## config.mk

```make
export PLATFORM = sky130hd
export DESIGN_NAME = wp_lock_guard
export DESIGN_NICKNAME = d
export VERILOG_FILES = /design/src/rtl/wp_lock_pkg.sv /design/src/rtl/wp_key_tracker.sv /design/src/rtl/wp_relock_timer.sv /design/src/rtl/wp_lock_guard.sv
export SDC_FILE = /design/constraint.sdc
export NUM_CORES = 1
export LEC_CHECK = 0
export BUFFER_PORTS_ARGS = -buffer_cell sky130_fd_sc_hd__clkbuf_2
export CORE_AREA = 3 3 51 53
export CTS_CLUSTER_SIZE = 16
export DETAILED_ROUTE_END_ITERATION = 12
export DIE_AREA = 0 0 54 56
export REMOVE_ABC_BUFFERS = 1
export SYNTH_ARGS = -nofsm -noshare
export SYNTH_HDL_FRONTEND = slang
export SYNTH_SLANG_ARGS = --single-unit
```

## constraint.sdc

```tcl
create_clock -name clk_i -period 2.23 [get_ports clk_i]
set_clock_uncertainty 0.1 [all_clocks]
set_input_delay 0.3345 -clock clk_i [delete_from_list [all_inputs] [get_ports clk_i]]
set_output_delay 0.3345 -clock clk_i [all_outputs]
set_load 0.05 [all_outputs]
```

## src/rtl/wp_lock_pkg.sv

```systemverilog
package wp_lock_pkg;
  localparam int KEY_LEN = 4;
  localparam logic [7:0] LOCK_CODE = 8'h80;

  function automatic logic [7:0] key_byte(input int unsigned idx);
    case (idx)
      0: key_byte = 8'h00;
      1: key_byte = 8'h40;
      2: key_byte = 8'hC0;
      default: key_byte = 8'h80;
    endcase
  endfunction
endpackage

```

## src/rtl/wp_key_tracker.sv

```systemverilog
module wp_key_tracker
  import wp_lock_pkg::*;
(
  input  logic       clk_i,
  input  logic       rst_ni,
  input  logic       we_i,
  input  logic [7:0] data_i,
  output logic       done_o,
  output logic       lock_code_o
);
  localparam int SW = $clog2(KEY_LEN);

  logic [SW-1:0] step_q, step_d;
  logic          match;

  assign match       = data_i == key_byte(32'(step_q));
  assign done_o      = we_i && match && (step_q == SW'(KEY_LEN - 1));
  assign lock_code_o = we_i && !done_o && (data_i == LOCK_CODE);

  always_comb begin
    step_d = step_q;
    if (we_i) begin
      if (done_o)                     step_d = '0;
      else if (data_i == key_byte(0)) step_d = SW'(1);
      else if (match)                 step_d = step_q + SW'(1);
      else                            step_d = '0;
    end
  end

  always_ff @(posedge clk_i or negedge rst_ni) begin
    if (!rst_ni) step_q <= '0;
    else         step_q <= step_d;
  end


  restart_chk: assert property (@(posedge clk_i) disable iff (!rst_ni)
    we_i && data_i == 8'h00 |=> step_q == SW'(1));

  mismatch_chk: assert property (@(posedge clk_i) disable iff (!rst_ni)
    we_i && data_i != 8'h00 && !match |=> step_q == '0);
endmodule

```

## src/rtl/wp_relock_timer.sv

```systemverilog
module wp_relock_timer #(
  parameter int UNLOCK_SECS = 2,
  parameter int POR_SECS    = 15
) (
  input  logic clk_i,
  input  logic rst_ni,
  input  logic tick_i,
  input  logic unlock_i,
  input  logic lock_i,
  output logic locked_o
);
  localparam int MAXS = (POR_SECS > UNLOCK_SECS) ? POR_SECS : UNLOCK_SECS;
  localparam int CW   = $clog2(MAXS + 1);

  logic [CW-1:0] cnt_q;
  logic          locked_q;

  always_ff @(posedge clk_i or negedge rst_ni) begin
    if (!rst_ni) begin
      locked_q <= 1'b0;
      cnt_q    <= CW'(POR_SECS);
    end else if (unlock_i) begin
      locked_q <= 1'b0;
      cnt_q    <= CW'(UNLOCK_SECS);
    end else if (lock_i && !locked_q) begin
      locked_q <= 1'b1;
      cnt_q    <= '0;
    end else if (tick_i && !locked_q) begin
      if (cnt_q <= CW'(1)) begin
        locked_q <= 1'b1;
        cnt_q    <= '0;
      end else begin
        cnt_q <= cnt_q - CW'(1);
      end
    end
  end

  assign locked_o = locked_q;


  unlock_chk: assert property (@(posedge clk_i) disable iff (!rst_ni)
    unlock_i |=> !locked_o);

  lock_code_chk: assert property (@(posedge clk_i) disable iff (!rst_ni)
    lock_i && !unlock_i |=> locked_o);

  hold_lock_chk: assert property (@(posedge clk_i) disable iff (!rst_ni)
    locked_o && !unlock_i |=> locked_o);

  live_cnt_chk: assert property (@(posedge clk_i) disable iff (!rst_ni)
    !locked_o |-> cnt_q != '0);
endmodule

```

## src/rtl/wp_lock_guard.sv

```systemverilog
module wp_lock_guard #(
  parameter int UNLOCK_SECS = 2,
  parameter int POR_SECS    = 15
) (
  input  logic       clk_i,
  input  logic       rst_ni,
  input  logic       sec_tick_i,
  input  logic       key_we_i,
  input  logic [7:0] key_data_i,
  input  logic       reg_we_i,
  output logic       reg_we_o,
  output logic       locked_o,
  output logic       drop_err_o
);
  logic key_done, lock_code, locked;
  logic err_q;

  wp_key_tracker u_key (
    .clk_i      (clk_i),
    .rst_ni     (rst_ni),
    .we_i       (key_we_i),
    .data_i     (key_data_i),
    .done_o     (key_done),
    .lock_code_o(lock_code)
  );

  wp_relock_timer #(
    .UNLOCK_SECS(UNLOCK_SECS),
    .POR_SECS   (POR_SECS)
  ) u_timer (
    .clk_i   (clk_i),
    .rst_ni  (rst_ni),
    .tick_i  (sec_tick_i),
    .unlock_i(key_done),
    .lock_i  (lock_code),
    .locked_o(locked)
  );

  always_ff @(posedge clk_i or negedge rst_ni) begin
    if (!rst_ni)                 err_q <= 1'b0;
    else if (reg_we_i && locked) err_q <= 1'b1;
  end

  assign reg_we_o   = reg_we_i && !locked;
  assign locked_o   = locked;
  assign drop_err_o = err_q;


  drop_flag_chk: assert property (@(posedge clk_i) disable iff (!rst_ni)
    reg_we_i && locked_o |=> drop_err_o);

  sticky_chk: assert property (@(posedge clk_i) disable iff (!rst_ni)
    drop_err_o |=> drop_err_o);

  gate_chk: assert property (@(posedge clk_i) disable iff (!rst_ni)
    reg_we_o |-> reg_we_i);
endmodule

```

After elaboration in Yosys (flattened, before gate mapping)
Cells that the tools add are included.

Bits in registers: 8. Bits of input ports: 13. Output and inout port bits: 3. Logic and storage cells: 39.

Add/sub/neg operators: 2. $lt $le $gt $ge: 1. Equality and inequality tests: 5. Multiplexer cells: 12. Reduce and logical (&&, ||, !) cells: 15.

Operator list (count): $pmux 8 s3 (1); $mux 4 (4); $eq 8x8->1 (1); $eq 8x8->1 const B (1); $logic_and 1x1->1 (8); $logic_not 8->1 (1); $mux 2 (3); $reduce_bool 3->1 (2); $eq 2x2->1 const B (2); $le 4x1->1 const B (1); $mux 1 (4); $sub 4x1->4 const B (1); $add 2x1->2 const B (1); $eq 2x1->1 const B (1); $logic_not 1->1 (2); $logic_not 2->1 (1); $reduce_and 2->1 (1).

Logic depth before layout (Yosys ltp)
Gate-level depths: netlist of run 1.

Depth in word-level cells: 11. Depth in mapped cells: 6. Gate-level depth less buffers: 6.

Cells and area by module
From an unflattened synthesis of run 1, not the netlist that was laid out.

Cells, all modules: 61. Area, all modules: 575.6 µm².

By module, submodules not included: wp_relock_timer (instances 1, cells each 37, area each 346.6 µm², sequential area each 130.1 µm²); wp_key_tracker (instances 1, cells each 21, area each 190.2 µm², sequential area each 50.0 µm²); wp_lock_guard (instances 1, cells each 3, area each 38.8 µm², sequential area each 25.0 µm²).

Least setup slack after synthesis of run 1
No wires, ideal clock.

Path type: reg-to-reg. From: register u_timer.locked_q (netlist: u_timer.locked_o). To: register u_timer.cnt_q[3]. Library setup time: 0.073 ns. Arrival: 1.750 ns. Required time: 2.057 ns. Setup slack: 0.307 ns. Cell stages (with the launch flop): 5. Path buffers: 0. Clock period less this slack: 1.923 ns. Cells stage by stage: dfrtp_1 -> nand2b_1 -> or4_1 -> or3_1 -> a21oi_1.

Cells in the longest elaborated chain, start to end: 4. Elaborated cells between the ends (all ways): 6. Those cells by class: mux (2); reduce/logical (4).

RTL lines: start, declared (line wp_relock_timer.sv:16) `logic locked_q;`; start signal, assigned (line wp_relock_timer.sv:20) `locked_q <= 1'b0;`; start signal, assigned (line wp_relock_timer.sv:23) `locked_q <= 1'b0;`; start signal, assigned (line wp_relock_timer.sv:26) `locked_q <= 1'b1;`; $logic_not 1->1 * (line wp_relock_timer.sv:25, wp_relock_timer.sv:28); $logic_and 1x1->1 (line wp_relock_timer.sv:25) `end else if (lock_i && !locked_q) begin`; $mux 4 (line wp_relock_timer.sv:25); $mux 4 (line wp_relock_timer.sv:22) `end else if (unlock_i) begin`; end signal, assigned (line wp_relock_timer.sv:21) `cnt_q <= CW'(POR_SECS);`; end signal, assigned (line wp_relock_timer.sv:24) `cnt_q <= CW'(UNLOCK_SECS);`; end signal, assigned (line wp_relock_timer.sv:33) `cnt_q <= cnt_q - CW'(1);`; end, declared (line wp_relock_timer.sv:15) `logic [CW-1:0] cnt_q;`.

Every way passes the cells marked *; elsewhere a longest branch is shown, timed or not. A chain may end at the register's enable or synchronous reset.

Worst setup path in the final report of run 1
From: input key_data_i[5]. To: register u_key.step_q[0].

Cells in the longest elaborated chain, start to end: 4. Elaborated cells between the ends (all ways): 7. Those cells by class: eq/ne (1); mux (3); reduce/logical (3).

RTL lines: start, declared (line wp_lock_guard.sv:9) `input logic [7:0] key_data_i,`; $eq 8x8->1 (line wp_key_tracker.sv:16) `assign match = data_i == key_byte(32'(step_q));`; $mux 2 / $logic_and 1x1->1 (equally long branches) (line wp_key_tracker.sv:25, wp_key_tracker.sv:17); $mux 2 / $logic_and 1x1->1 (equally long branches) (line wp_key_tracker.sv:24, wp_key_tracker.sv:17); $mux 2 * (line wp_key_tracker.sv:23) `if (done_o) step_d = '0;`; end signal, assigned (line wp_key_tracker.sv:32) `else step_q <= step_d;`; end, declared (line wp_key_tracker.sv:13) `logic [SW-1:0] step_q, step_d;`.

Marks and branches as above.

==> results of run 1 <==
## stage by stage
| step | cells | util, % | hold slack, ns | total power [µW] |
|---|---|---|---|---|
| after global placement | 103 | 29.0 | 0.0873 | 353 |
| after global routing | 108 | 30.7 | 0.213 | 520 |
| after CTS | 108 | 30.7 | 0.199 | 479 |
| after detailed placement | 103 | 29.0 | 0.0901 | 360 |
| final | 108 | 30.7 | 0.207 | 473 |
| after floorplan | 60 | - | -0.0611 | 315 |
## critical path, cell delays in order
cell,delay (ns)
clkbuf_2,0.08
or4_4,0.52
or4b_1,0.58
o32ai_1,0.31
## metal layers
layer  GRT usage [%]  vias up
met5               0        -
met2            13.7       17
met1            11.1      221
met4            3.20        0
li1                -      261
met3            3.49        2
## power groups by stage
stage | logic (µW) | clock network, µW | registers, µW
floorplan | 88.1 | 0 | 226
global placement | 121 | 0 | 233
detailed placement | 125 | 0 | 235
CTS | 127 | 119 | 232
global route | 144 | 134 | 243
finish | 125 | 115 | 233
## registers in the layout, summed over array words and instances, names as in the netlist
register	cells
drop_err_o	1
u_timer.cnt_q	4
u_key.step_q	2
u_timer.locked_o	1
## cells by family (layout without fill, tap and decap cells)
kind of cell / after synthesis / in the layout / synth area share [%]
adders and majority gates: 3 / 3 / 7.08
xor gates and xnor gates: 1 / 1 / 1.65
buffers and inverters: 8 / 27 / 5.90
DFF: 8 / 8 / 38.7
and+or+nand+nor: 24 / 24 / 26.7
AOI/OAI and AO/OA: 17 / 17 / 20.1
## synth_stat cells, types with 2 or more instances
cell type / count
inv_1: 7
nand2_1: 3
or3_1: 2
o21ai_0: 2
nor2_1: 5
nand3b_1: 3
nand3_1: 2
dfrtp_1: 4
ha_1: 3
a21oi_1: 8
dfstp_2: 4
## cells in the final DEF, fill, tap and decap left out, drive strengths merged, types with 2 or more instances in the layout
master and count:
inv 7, ha 3, dfstp 4, nand3b 3, clkbuf 19, o21ai 2, or4 2, dfrtp 4
nand3 2, nor2 5, a21oi 8, or3 2, nand2 3
## worst paths after layout
| kind | startpoint | to | cells past startpoint |
|---|---|---|---|
| worst max-delay path | key_data_i[5] | u_key.step_q[0] | 4 |
| worst max register to register | u_timer.locked_o | u_timer.cnt_q[3] | 4 |
| worst min-delay path | key_we_i | u_key.step_q[0] | 2 |
| worst min register to register | drop_err_o | drop_err_o | 1 |
| max in group asynchronous | rst_ni | u_timer.cnt_q[2] | 2 |
| min in group asynchronous | rst_ni | u_key.step_q[0] | 2 |
## cell type report
| class | instances | area (µm²) |
|---|---|---|
| fill | 242 | 1520 |
| multi-input combinational | 45 | 294 |
| sequential | 8 | 205 |
| timing repair buffer | 16 | 85.1 |
| tap | 28 | 35.0 |
| clock buffer | 4 | 26.3 |
| inverter | 7 | 26.3 |
## what timing repair did
item                      CTS  global route
hold buffers                1             0
hold endpoints to repair    4             0
buffers inserted            0             0
==> summary.md, run 1 <==
| Metric | Value |
|---|---|
| DR pass1 iterations | `4` |
| Max clock buf depth | `2` |
| Flop and latch count out of synthesis | `8` |
| Least-Margin Pin Slew | `0.364 ns` |
| Max-cap viol count | `0` |
| Setup WS post-layout | `0.454 ns` |
| Port Buf Inserts | `15` |
| Worst-Skew Late Latency | `0.25 ns` |
| Worst relative slew slack | `75.6%` |
| Post-synth top area share | `19.8%` |
| Top sig layer | `met4` |
| Async set-or-reset flop fraction in the synthesized netlist | `100%` |
| Reg2Reg Setup Slack | `0.46 ns` |
| Final setup TNS | `0 ns` |
| Leakage power | `0.000287 µW` |
| CP arrival | `1.82 ns` |
| First-pass GRT wire length | `2050 µm` |
| Final setup fails | `0` |
| Hold Crit Class | `input pin to register` |
| CTS root buffer | `clkbuf_4` |
| Synth warnings | `0` |
| Wire length on met3 | `91 µm` |
| Number of synthesized flops with an enable pin | `0` |
| Synth Flop Type | `dfstp_2` |
| Logic pwr share | `26.4%` |
| Final GP Congestion | `0.704` |
| Via density | `4.64` |
| GR Overflow Total | `0` |
| Outcome | `completed` |
| Gr usage total | `8.93%` |
| Largest net degree at the start of global routing | `9` |
| Synthesized area per cell | `8.70 µm²` |
| CTS resizes | `0` |
| DP Wirelength | `899 µm` |
| Placement Rows | `17` |
| Starting Density | `24.2%` |
| Die Width | `54 µm` |
| Core area | `2190 µm²` |
| Clock-pin slew on the worst setup and hold paths | `0.06 ns` |
| Vias in the first global route | `512` |
| Period utilization | `79.6%` |
| Final hold vios | `0` |
| Die H | `56 µm` |
| Unrepaired setup endpoints after global routing | `no` |
| Share of post-route cells with drive strength above 1 | `28.7%` |
| Clk network pwr share | `24.3%` |
| Yosys cell types | `29` |
| Antenna cells | `0` |
| DR iter-0 viols | `13` |
| CTS buffer count | `3` |
| Clock Sinks | `8` |
| Switching Fraction | `30.6%` |
| Die footprint | `3020 µm²` |
| Area Overhead vs Synth | `26.7%` |
| Fin. max-slew vios | `0` |
| Final min period | `1.78 ns` |
| Post-Layout Inst Area | `672 µm²` |
| Worst IR Drop VDD | `274 µV` |
| Max Fanout on Critical Path | `6` |
| CP endpoint kind | `register` |
| CP startpoint kind | `input pin` |
| WS Path Type | `input pin to register` |
| Power share of the sequential group | `49.3%` |
| Vias | `501` |
| Int Pwr | `328 µW` |
| Largest cells by area after synthesis | `dfstp_2 20%, dfrtp_1 19%, a21oi_1 7.5%` |
| Syn Inst Count | `61` |
| P_sw | `145 µW` |
| Post-DP Area | `636 µm²` |
| Cell area power density | `704 nW/µm²` |
| CTS tree | `built` |
| IO Pins | `16` |
| Fmax | `0.563 GHz` |
| H-Tree Level Count | `1` |
| Synthesized cell area | `531 µm²` |
| DRC violations left | `0` |
| Post-synthesis sequential area ratio | `38.7%` |
| WL/cell | `10.1 µm` |
| Initial antenna violation count | `0` |
| WL final | `1100 µm` |
| M1 wire length | `521 µm` |
| Placement Setup Slack | `0.170 ns` |
| CP required | `2.28 ns` |
| Synth area leader | `dfstp_2` |
| Post-route ant nets | `0` |
| Met2 wire length | `478 µm` |
| Nets | `97` |
Note: power is estimated with default switching activity, not from simulation.
==> inputs of run 2 (changes only) <==
clock period = 1.5 ns   (was 2.23 ns; I/O delays follow)
==> summary.md, run 2 (synthesis results as in run 1) <==
| Metric | Value |
|---|---|
| Setup WS post-layout | `-0.115 ns (was 0.454 ns)` |
| Fmax | `0.619 GHz` |
| Max clock buf depth | `2 (unchanged)` |
| Vias in the first global route | `522 (was 512)` |
| Worst relative slew slack | `81.5% (was 75.6%)` |
| IO Pins | `16 (unchanged)` |
| CP startpoint kind | `input pin (unchanged)` |
| GR Overflow Total | `0 (unchanged)` |
| Least-Margin Pin Slew | `0.278 ns (was 0.364 ns)` |
| Fill count | `220 (was 242)` |
| Met2 usage | `15.2% (was 13.7%)` |
| Die H | `56 µm (unchanged)` |
| Global-route met1 utilization | `11.7% (was 11.1%)` |
| WL final | `1370 µm (was 1100 µm)` |
| Placement Rows | `17 (unchanged)` |
| Most frequent cells in the layout | `13 x clkbuf_2, 11 x buf_4, 7 x a21oi_1 (was 15 x clkbuf_2, 8 x a21oi_1, 7 x inv_1)` |
| WHS | `0.0839 ns (was 0.207 ns)` |
| Final GP Congestion | `0.777 (was 0.704)` |
| Worst-Skew Late Latency | `0.25 ns (about the same)` |
| Area Overhead vs Synth | `65.8% (was 26.7%)` |
| CTS buffer count | `3 (unchanged)` |
| Final min period | `1.62 ns` |
| DR iter-0 viols | `4 (was 13)` |
| Final hold vios | `0 (unchanged)` |
| Cell area power density | `1070 nW/µm² (was 704 nW/µm²)` |
| CP required | `1.58 ns (was 2.28 ns)` |
| Clock-pin slew on the worst setup and hold paths | `0.06 ns (about the same)` |
| Clock Sinks | `8 (unchanged)` |
| Biggest register | `u_timer.cnt_q (unchanged)` |
| Core area | `2190 µm² (unchanged)` |
| Port Buf Inserts | `15 (unchanged)` |
| Fin. max-slew vios | `0 (unchanged)` |
| Via density | `4.72 (was 4.64)` |
| Violated checks | `negative setup slack` |
| Share of post-route cells with drive strength above 1 | `53.8% (was 28.7%)` |
| Leakage power | `0.000366 µW (was 0.000287 µW)` |
| Post-route ant nets | `0 (unchanged)` |
| Final setup fails | `6 (was 0)` |
| Max reg flops | `4 (unchanged)` |
| DP Wirelength | `1050 µm (was 899 µm)` |
| CP arrival | `1.70 ns (was 1.82 ns)` |
| WS Path Type | `input pin to register (unchanged)` |
| GRT busiest layer | `met2 (unchanged)` |
| Die footprint | `3020 µm² (unchanged)` |
| Max-cap viol count | `0 (unchanged)` |
| Outcome | `finished with violations (was completed)` |
| Initial antenna violation count | `0 (unchanged)` |
| Leading cell type in the layout, fill and taps excluded | `clkbuf_2 (unchanged)` |
| CTS tree | `built (unchanged)` |
| Max Fanout on Critical Path | `6 (unchanged)` |
| WL/cell | `11.5 µm (was 10.1 µm)` |
| Die Width | `54 µm (unchanged)` |
| H-Tree Level Count | `1 (unchanged)` |
| CP endpoint kind | `register (unchanged)` |
| Top Registers | `u_timer.cnt_q (4), u_key.step_q (2) (unchanged)` |
| DR pass1 iterations | `4 (unchanged)` |
| Post-Layout Inst Area | `880 µm² (was 672 µm²)` |
| CTS root buffer | `clkbuf_4 (unchanged)` |
| Largest net degree at the start of global routing | `9 (unchanged)` |
| Post-DP Area | `696 µm² (was 636 µm²)` |
| Met3 usage | `4.02% (was 3.49%)` |
| Worst IR Drop VDD | `452 µV (was 274 µV)` |
| First-pass GRT wire length | `2190 µm (was 2050 µm)` |
| DRC violations left | `0 (unchanged)` |
| Hold Crit Class | `input pin to register (unchanged)` |
| Unrepaired setup endpoints after global routing | `yes (was no)` |
| Vias | `562 (was 501)` |
| Gr usage total | `10.0% (was 8.93%)` |
| Nets | `108 (was 97)` |
| Overall power | `944 µW (was 473 µW)` |
| Period utilization | `108%` |
| Starting Density | `24.2% (unchanged)` |
| Antenna cells | `0 (unchanged)` |
run 2: metrics by stage:
stage	TNS (ns)	cells	worst slack [ns]	utilization, %
CTS	-0.450	118	-0.100	37.9
global placement	-2.42	111	-0.410	31.8
floorplan	-1.79	60	-0.423	-
finish	-0.451	119	-0.115	40.1
global route	-0.645	119	-0.151	40.1
detailed placement	-2.69	111	-0.472	31.8
run 2: final timing paths:
path                               endpoint  cells after the start             start  slack (ns)
setup / recovery           u_timer.locked_o                      5     key_data_i[5]       -0.12
hold / removal                   drop_err_o                      2          reg_we_i        0.08
setup reg to reg           u_timer.cnt_q[3]                      4  u_timer.locked_o       -0.10
hold reg to reg                  drop_err_o                      1        drop_err_o        0.36
max in group asynchronous  u_timer.cnt_q[1]                      2            rst_ni        0.80
min in group asynchronous  u_timer.locked_o                      2            rst_ni        0.25
run 2: where the power goes:
part / switching [µW] / internal (µW)
logic: 191 / 228
registers: 46.0 / 301
clock network: 77.0 / 102
total: 314 / 630
run 2: area by class of cell:
class / count / area (µm²) / share of cell area, %
Tap cell: 28 / 35.0 / 3.98
Timing Repair Buffer: 27 / 180 / 20.5
Sequential cell: 8 / 205 / 23.3
Clock buffer: 4 / 26.3 / 2.99
Multi-Input combinational cell: 45 / 407 / 46.2
Inverter: 7 / 26.3 / 2.99
run 2: critical path, stage by stage:
cell      delay (ns)
buf_6           0.09
or4_4           0.52
or4b_4          0.56
nand3b_1        0.19
a21oi_1         0.11
run 2: what timing repair did:
action                                  4_1_cts  5_1_grt
hold buffers                                  1        0
setup buffers                                 2        1
pin swaps                                     7        4
gates resized for setup                      17        9
endpoints found under the setup margin        8        8
endpoints found under the hold margin         8        0
run 2: per-layer routing:
metal	share of wire [%]	wire length, µm
met1	42	575
met2	50	683
met3	7.5	103
met4	0.29	4
met5	0	0
==> inputs of run 3 (changes only) <==
HOLD_SLACK_MARGIN = 0.15   (was unset)
==> summary.md, run 3 (synthesis results as in run 1) <==
| Metric | Value |
|---|---|
| Leakage power | `0.000379 µW (was 0.000366 µW)` |
| Placement Rows | `17 (unchanged)` |
| Top Registers | `u_timer.cnt_q (4), u_key.step_q (2) (unchanged)` |
| CP arrival | `1.70 ns (about the same)` |
| WS Path Type | `input pin to register (unchanged)` |
| CTS root buffer | `clkbuf_4 (unchanged)` |
| Worst relative slew slack | `81.5% (unchanged)` |
| Via density | `4.66 (was 4.72)` |
| Outcome | `finished with violations (unchanged)` |
| Fill count | `220 (unchanged)` |
| Fin. max-slew vios | `0 (unchanged)` |
| Gr usage total | `10.3% (was 10.0%)` |
| Max reg flops | `4 (unchanged)` |
| WL final | `1390 µm (was 1370 µm)` |
| First-pass GRT wire length | `2260 µm (was 2190 µm)` |
| Fmax | `0.619 GHz (about the same)` |
| Hold Crit Class | `input pin to register (unchanged)` |
| Violated checks | `negative setup slack (unchanged)` |
| Slowest Stage Delay on Critical Path | `0.56 ns (about the same)` |
| Antenna cells | `0 (unchanged)` |
| Initial antenna violation count | `0 (unchanged)` |
| Setup WS post-layout | `-0.115 ns (about the same)` |
| Critical path buffers and inverters | `1 (unchanged)` |
| Worst-Skew Late Latency | `0.25 ns (about the same)` |
| DR pass1 iterations | `2 (was 4)` |
| CP startpoint kind | `input pin (unchanged)` |
| Area Overhead vs Synth | `71.5% (was 65.8%)` |
| Share of post-route cells with drive strength above 1 | `52.1% (was 53.8%)` |
| WHS | `0.179 ns (was 0.0839 ns)` |
| CTS tree | `built (unchanged)` |
| Max-cap viol count | `0 (unchanged)` |
| Clock Sinks | `8 (unchanged)` |
| CP required | `1.58 ns (about the same)` |
| Die Width | `54 µm (unchanged)` |
| DR iter-0 viols | `9 (was 4)` |
| DRC violations left | `0 (unchanged)` |
| CP endpoint kind | `register (unchanged)` |
| Path depth of the worst reg2reg path | `4 (unchanged)` |
| CP Cell Sequence | `buf_6 > or4_4 > or4b_4 > nand3b_1 > a21oi_1 (unchanged)` |
| H-Tree Level Count | `1 (unchanged)` |
| Max clock buf depth | `2 (unchanged)` |
| Die footprint | `3020 µm² (unchanged)` |
| Vias in the first global route | `550 (was 522)` |
| Placement Setup Slack | `-0.472 ns (unchanged)` |
| GR Overflow Total | `0 (unchanged)` |
| Final min period | `1.61 ns (was 1.62 ns)` |
| WP depth | `5 (unchanged)` |
| Unrepaired setup endpoints after global routing | `yes (unchanged)` |
| Reg2Reg Setup Slack | `-0.10 ns (about the same)` |
| Top delay family on crit path | `simple AND/OR/NAND/NOR gates (unchanged)` |
| Starting Density | `24.2% (unchanged)` |
| Period utilization | `108% (about the same)` |
| Vias | `569 (was 562)` |
| Least-Margin Pin Slew | `0.278 ns (about the same)` |
| Hold path cells | `4 (was 2)` |
| CP max stage cell | `or4b_4 (unchanged)` |
| Biggest register | `u_timer.cnt_q (unchanged)` |
| Max Fanout on Critical Path | `6 (unchanged)` |
| Clock-pin slew on the worst setup and hold paths | `0.06 ns (about the same)` |
| Cell area power density | `1050 nW/µm² (was 1070 nW/µm²)` |
| Largest net degree at the start of global routing | `9 (unchanged)` |
| Worst IR Drop VDD | `454 µV (was 452 µV)` |
| Final setup fails | `6 (unchanged)` |
| CTS buffer count | `3 (unchanged)` |
| Core area | `2190 µm² (unchanged)` |
| Most frequent cells in the layout | `13 x clkbuf_2, 11 x buf_4, 7 x a21oi_1 (unchanged)` |
| Leading cell type in the layout, fill and taps excluded | `clkbuf_2 (unchanged)` |
| Die H | `56 µm (unchanged)` |
| IO Pins | `16 (unchanged)` |
| Post-route ant nets | `0 (unchanged)` |
| Final GP Congestion | `0.777 (unchanged)` |
| Port Buf Inserts | `15 (unchanged)` |
| WL/cell | `11.4 µm (was 11.5 µm)` |
| Nets | `111 (was 108)` |
| DP Wirelength | `1050 µm (unchanged)` |
| Final hold vios | `0 (unchanged)` |
==> run 3: changes by cell type in the layout (fill, tap and decap cells not counted), sizes merged <==
| cell | before | now |
|---|---|---|
| dlygate4sd3 | 1 | 4 |
==> run 3: cell type report <==
class | count | area (µm²) | share of cell area (%)
multi-input cells | 45 | 407 | 44.7
flip-flops and latches | 8 | 205 | 22.6
inverters | 7 | 26.3 | 2.89
clock buffers | 4 | 26.3 | 2.89
well taps | 28 | 35.0 | 3.85
repair buffers | 30 | 210 | 23.1
==> run 3: timing repair <==
action	4_1_cts	5_1_grt
hold buffers	4	0
pin swaps	7	4
hold endpoints to repair	10	0
setup endpoints to repair	8	8
gates resized for setup	17	9
buffers inserted	2	1
==> run 3: worst reg2reg max path, stage by stage (launching register included) <==
cell	delay [ns]
dfrtp_1	0.37
nand2b_4	0.14
or4_4	0.42
or3_1	0.37
a21oi_1	0.13
==> run 3: path summary, 6_finish.rpt <==
check                                 startpoint               end
worst max-delay path               key_data_i[5]  u_timer.locked_o
worst min-delay path               key_data_i[1]   u_key.step_q[1]
worst max register to register  u_timer.locked_o  u_timer.cnt_q[3]
worst min register to register        drop_err_o        drop_err_o
max in group asynchronous                 rst_ni  u_timer.cnt_q[2]
min in group asynchronous                 rst_ni   u_key.step_q[0]
==> run 3: report_power, final <==
part           switching (µW)  leakage [µW]  internal (µW)  total (µW)
logic                     193      0.000276            233         426
registers                45.7     0.0000873            300         346
clock network            78.4     0.0000150            102         181
==> run 3: per-layer routing <==
layer,up-vias,share of wire (%),GRT usage (%)
met1,270,41,11.7
met3,2,6.6,4.02
met2,13,52,16.1
met5,-,0,0
met4,0,0.29,5.34
li1,284,-,-
==> run 3: per-stage QoR <==
stage | area [µm²] | utilization, % | setup TNS (ns) | power, µW | cells
finish | 910 | 41.5 | -0.449 | 952 | 122
global route | 910 | 41.5 | -0.642 | 1030 | 122
CTS | 861 | 39.3 | -0.450 | 875 | 121
detailed placement | 696 | 31.8 | -2.69 | 598 | 111
global placement | 696 | 31.8 | -2.42 | 582 | 111
floorplan | 526 | - | -1.79 | 468 | 60
